===== config.mk =====
export PLATFORM = sky130hd
export DESIGN_NAME = drive_reset_seq
export DESIGN_NICKNAME = d
export VERILOG_FILES = /design/src/rtl/drst_pkg.sv /design/src/rtl/drst_rst_sync.sv /design/src/rtl/drst_cmd_match.sv /design/src/rtl/drst_pulse_timer.sv /design/src/rtl/drst_irq_latch.sv /design/src/rtl/drst_od_merge.sv /design/src/rtl/drive_reset_seq.sv
export SDC_FILE = /design/constraint.sdc
export NUM_CORES = 1
export LEC_CHECK = 0
export ABC_AREA = 1
export BUFFER_PORTS_ARGS = -buffer_cell sky130_fd_sc_hd__buf_4
export CORE_ASPECT_RATIO = 0.9
export CORE_MARGIN = 4
export CORE_UTILIZATION = 30
export CTS_BUF_LIST = sky130_fd_sc_hd__clkbuf_16
export CTS_CLUSTER_SIZE = 10
export DETAILED_ROUTE_END_ITERATION = 16
export GPL_ROUTABILITY_DRIVEN = 1
export MAX_ROUTING_LAYER = met4
export REMOVE_ABC_BUFFERS = 1
export SYNTH_ARGS = -nofsm -noshare
export SYNTH_HDL_FRONTEND = slang
export SYNTH_SLANG_ARGS = --single-unit

===== constraint.sdc =====
create_clock -name clk -period 1.1 [get_ports clk]
set_input_delay 0.055 -clock clk [delete_from_list [all_inputs] [get_ports clk]]
set_output_delay 0.055 -clock clk [all_outputs]
set_load 0.02 [all_outputs]

===== src/rtl/drst_pkg.sv =====
package drst_pkg;
  localparam int unsigned DEF_PULSE_CYCLES  = 33868;
  localparam logic [7:0]  DEF_SOFT_RST_CODE = 8'h08;
  localparam int unsigned DEF_SYNC_STAGES   = 2;

  // request vector positions for the two open-drain merges
  localparam int unsigned DRV_SRC_REG  = 0;
  localparam int unsigned DRV_SRC_HOST = 1;
  localparam int unsigned CPU_SRC_POR  = 0;
  localparam int unsigned CPU_SRC_SOFT = 1;
  localparam int unsigned N_RST_SRC    = 2;
endpackage


===== src/rtl/drst_rst_sync.sv =====
module drst_rst_sync #(
  parameter int unsigned STAGES = 2
) (
  input  logic clk,
  input  logic arst_n,
  output logic srst_n
);
  logic [STAGES-1:0] q_q;
  logic [STAGES-1:0] q_d;

  generate
    if (STAGES == 1) begin : g_single
      assign q_d = 1'b1;
    end else begin : g_chain
      assign q_d = {q_q[STAGES-2:0], 1'b1};
    end
  endgenerate

  always_ff @(posedge clk or negedge arst_n) begin
    if (!arst_n) q_q <= '0;
    else         q_q <= q_d;
  end

  assign srst_n = q_q[STAGES-1];
endmodule


===== src/rtl/drst_cmd_match.sv =====
module drst_cmd_match #(
  parameter int unsigned     W    = 8,
  parameter logic [W-1:0]    CODE = '0
) (
  input  logic         cmd_wr,
  input  logic [W-1:0] cmd_byte,
  output logic         hit
);
  always_comb begin
    hit = cmd_wr && (cmd_byte == CODE);
  end
endmodule


===== src/rtl/drst_pulse_timer.sv =====
module drst_pulse_timer #(
  parameter int unsigned CYCLES = 33868
) (
  input  logic clk,
  input  logic rst_n,
  input  logic start,
  output logic active
);
  localparam int unsigned      CNT_W = $clog2(CYCLES + 1);
  localparam logic [CNT_W-1:0] LOAD  = CNT_W'(CYCLES);
  localparam logic [CNT_W-1:0] ONE   = CNT_W'(1);

  logic [CNT_W-1:0] cnt_q;
  logic [CNT_W-1:0] cnt_d;
  logic             cnt_en;

  always_comb begin
    active = (cnt_q != '0);
    cnt_en = start || active;
    if (start) cnt_d = LOAD;
    else       cnt_d = cnt_q - ONE;
  end

  always_ff @(posedge clk or negedge rst_n) begin
    if (!rst_n)      cnt_q <= '0;
    else if (cnt_en) cnt_q <= cnt_d;
  end
endmodule


===== src/rtl/drst_irq_latch.sv =====
module drst_irq_latch (
  input  logic clk,
  input  logic rst_n,
  input  logic set,
  input  logic clr,
  output logic irq
);
  logic irq_q;
  logic irq_d;
  logic irq_en;

  always_comb begin
    irq_en = set || clr;
    irq_d  = set;   // set has priority over clear
  end

  always_ff @(posedge clk or negedge rst_n) begin
    if (!rst_n)      irq_q <= 1'b0;
    else if (irq_en) irq_q <= irq_d;
  end

  assign irq = irq_q;
endmodule


===== src/rtl/drst_od_merge.sv =====
module drst_od_merge #(
  parameter int unsigned N = 2
) (
  input  logic [N-1:0] req,
  output logic         oe,
  output logic         dat
);
  always_comb begin
    oe  = |req;
    dat = 1'b0;
  end
endmodule


===== src/rtl/drive_reset_seq.sv =====
module drive_reset_seq
  import drst_pkg::*;
#(
  parameter int unsigned       PULSE_CYCLES  = DEF_PULSE_CYCLES,
  parameter int unsigned       CMD_W         = 8,
  parameter logic [CMD_W-1:0]  SOFT_RST_CODE = CMD_W'(DEF_SOFT_RST_CODE),
  parameter int unsigned       SYNC_STAGES   = DEF_SYNC_STAGES
) (
  input  logic             clk,
  input  logic             por_n,
  input  logic             host_rst_n,
  input  logic             sys_rst_bit,
  input  logic             cmd_wr,
  input  logic [CMD_W-1:0] cmd_byte,
  input  logic             irq_clr,
  output logic             drv_rst_oe,
  output logic             drv_rst_o,
  output logic             cpu_rst_oe,
  output logic             cpu_rst_o,
  output logic             irq
);
  logic                 rst_ok_n;
  logic                 soft_hit;
  logic                 pulse_on;
  logic [N_RST_SRC-1:0] drv_req;
  logic [N_RST_SRC-1:0] cpu_req;

  drst_rst_sync #(.STAGES(SYNC_STAGES)) u_sync (
    .clk    (clk),
    .arst_n (por_n),
    .srst_n (rst_ok_n)
  );

  drst_cmd_match #(.W(CMD_W), .CODE(SOFT_RST_CODE)) u_match (
    .cmd_wr   (cmd_wr),
    .cmd_byte (cmd_byte),
    .hit      (soft_hit)
  );

  drst_pulse_timer #(.CYCLES(PULSE_CYCLES)) u_timer (
    .clk    (clk),
    .rst_n  (rst_ok_n),
    .start  (soft_hit),
    .active (pulse_on)
  );

  drst_irq_latch u_irq (
    .clk   (clk),
    .rst_n (rst_ok_n),
    .set   (soft_hit),
    .clr   (irq_clr),
    .irq   (irq)
  );

  always_comb begin
    drv_req               = '0;
    drv_req[DRV_SRC_REG]  = !sys_rst_bit;
    drv_req[DRV_SRC_HOST] = !host_rst_n;
    cpu_req               = '0;
    cpu_req[CPU_SRC_POR]  = !por_n;
    cpu_req[CPU_SRC_SOFT] = pulse_on;
  end

  drst_od_merge #(.N(N_RST_SRC)) u_drv_od (
    .req (drv_req),
    .oe  (drv_rst_oe),
    .dat (drv_rst_o)
  );

  drst_od_merge #(.N(N_RST_SRC)) u_cpu_od (
    .req (cpu_req),
    .oe  (cpu_rst_oe),
    .dat (cpu_rst_o)
  );
endmodule


==> metrics.yaml <==
wl_per_cell_um: 11.6
power.leakage_nw: 0.971
r2r_slack_ns: -0.26
io_buffers: 16
finalMaxSlewViolations: 0
hold_class: "input pin to asynchronous set/reset pin"
dpl.hpwl_um: 2180
rsz0062_at_grt: "true"
syn2layout_area_growth_pct: 58.3
cts_sinks: 19
grt_pass1_wl_um: 5250
overflow: 0
chipHeight_um: 68.0
timing.final.ws_setup_ns: -0.262
maxCapViolCount: 0
cp.required_ns: 1.04
crit_type: "flip-flop to output pin"
path_max_fanout: 3
fin_crit_sh_pct: 124
n_antenna_cell: 0
worstRegToRegCells: 7
seqCellArea_sq_um: 477
outcome: "complete, but fails checks"
drt-vias-per-instance: 4.52
core_sq_mm: 0.00378
r2r-start: "u_timer.cnt_q[6]"
synth_common_cells: "nand2_1, nor2_1, inv_1"
p_clk_share_pct: 27.5
arrival_ns: 1.31
peakVddDrop_mv: 0.919
die-width_um: 74.7
cts_buffers: 3
min_period_ns: 1.36
power_switching_w: 0.000855
ys_warn_count: 0
async_reset_ff_share_pct: 100
synth.avg_cell_area_sq_um: 7.19
cp-start-kind: "flip-flop"
grt_max_degree: 18
endpoint_kind: "output pin"
antenna_found_initial: 0
stdcell_count: 273
ioPinCount: 19
core.rowCount: 21
fillers: 371
layout.nets: 243
netlist-cell-type-count: 22
clock.fmax_ghz: 0.734
gp_congestion: 0.863
drive_gt1_share_pct: 41.9
seq_area_frac_synth_pct: 39.6
synth.area.top_cells: "dfrtp_1, nand2_1, nor2_1"
ant_nets: 0
multi_input_area_sq_um: 742
hold-worst-slack_ns: 0.129
netlist_area_sq_mm: 0.00120
die-area_sq_mm: 0.00508
htree_num_levels: 1
synth_top_cell_by_area: "dfrtp_1"
routed-via-count: 1235
ys_seq_elements: 19
path_clk_slew_ns: 0.06
drt_iter0_markers: 49
syn_inst: 167
cts_tree: "done"
hold_viol: 0
clock_latency_ns: 0.25
skew_ns: 0.00327
p_int_w: 0.00187
power_density_mw_per_mm2: 1430
setup_viol: 17
synthFlopType: "dfrtp_1"
dp_cells: 253
seqPwrFrac_pct: 37.2
synth_enable_flop_cells: 0
r2r-end: "u_timer.cnt_q[14]"
yosysTopAreaCellShare_pct: 39.6
ctsRootBufferMaster: "clkbuf_16"
track_usage_pct: 14.1
first_pass_iters: 4
clk_path_buf_depth: 2
remaining_drc_errors: 0
start_util_pct: 31.7
p_comb_share_pct: 35.3
violations: "negative setup slack"
routed_wl_um: 3180
sw_frac_of_total_pct: 31.4
grt_pass1_vias: 1131
## power by group through the flow
| stage | registers, W | clock network, W | logic, W |
|---|---|---|---|
| global route | 0.00103 | 0.000796 | 0.00108 |
| floorplan | 0.000983 | 0 | 0.000389 |
| finish | 0.00101 | 0.000749 | 0.000961 |
| CTS | 0.00100 | 0.000764 | 0.000878 |
| detailed placement | 0.00101 | 0 | 0.000753 |
| global placement | 0.00100 | 0 | 0.000759 |
## worst max-delay path, cell delays in order (launching register included)
cell and delay [ns]:
dfrtp_1 0.41, nor2_2 0.16, nand2_2 0.11, nor2_8 0.16, nand3_2 0.08, buf_6 0.14
## layer usage
metal	wire, um	up-vias	share of wire (%)	global-route usage, %
met5	0	-	0	-
met4	39	0	1.2	4.00
met3	171	5	5.4	2.20
met2	1480	26	47	21.4
met1	1490	562	47	19.6
li1	-	642	-	-
## worst max-delay path by stage
stage / start / endpoint / slack [ns] / depth (start not counted)
after floorplan: u_timer.cnt_q[0] / u_timer.cnt_q[2] / -0.32 / 7
after global placement: u_timer.cnt_q[2] / u_timer.cnt_q[15] / -0.25 / 6
after detailed placement: u_timer.cnt_q[0] / u_timer.cnt_q[8] / -0.28 / 7
after CTS: u_timer.cnt_q[7] / cpu_rst_oe / -0.26 / 5
after global routing: u_timer.cnt_q[6] / u_timer.cnt_q[14] / -0.36 / 7
final: u_timer.cnt_q[6] / cpu_rst_oe / -0.26 / 5
## state kept, by name, summed over array words and instances, names as in the netlist
name	flops
u_irq.irq	1
u_sync.q_q	2
u_timer.cnt_q	16
## repair_timing
item / CTS / global route
endpoints found under the setup margin: 17 / 17
hold endpoints to repair: 3 / 0
cloned: 1 / 0
buffers inserted: 10 / 3
hold buffers: 2 / 0
pin swaps: 21 / 11
gates resized for setup: 20 / 13
## kinds of logic (layout without fill, tap and decap cells)
family,count (synthesis),in the layout,share of synthesized area (%)
DFF,19,19,39.6
other,2,3,0.625
buffers and inverters,27,85,9.17
AOI/OAI and AO/OA,8,8,3.54
adders and majority gates,1,1,1.04
xor gates and xnor gates,3,3,2.19
and+or+nand+nor,107,108,43.9
## through the flow
| step | utilization (%) | area [sq um] | power (W) | setup TNS, ns | setup slack (ns) |
|---|---|---|---|---|---|
| floorplan | - | 1180 | 0.00137 | -4.76 | -0.324 |
| global placement | 41.2 | 1560 | 0.00176 | -3.44 | -0.254 |
| detailed placement | 41.2 | 1560 | 0.00176 | -3.92 | -0.281 |
| CTS | 48.5 | 1830 | 0.00265 | -3.76 | -0.256 |
| global route | 50.3 | 1900 | 0.00291 | -5.20 | -0.359 |
| finish | 50.3 | 1900 | 0.00272 | -3.80 | -0.262 |
## placed cells by master (no fill, tap or decap)
cell           instances
a21oi_1                2
a31oi_1                2
buf_12                 1
buf_4                 51
buf_6                  3
clkbuf_16              3
conb_1                 3
dfrtp_1               18
dfrtp_2                1
dlygate4sd3_1          2
ha_4                   1
inv_1                 23
inv_2                  2
nand2_1               34
nand2_2                2
nand2_4                1
nand2_8                1
nand3_1               15
nand3_2                3
nand3_4                2
nand4_1                3
nor2_1                23
nor2_2                11
nor2_4                 8
nor2_8                 2
o21ai_0                2
o21ai_1                2
or2_2                  2
or2_4                  1
xnor2_1                3
## cell type report
cell class	instances	area share, %
clock buffers	3	3.95
flip-flops and latches	19	25.1
clock inverters	1	0.197
inverters	24	4.74
well taps	46	3.03
repair buffers	57	24.0
multi-input cells	123	39.0
(Power assumes the default switching activity.)
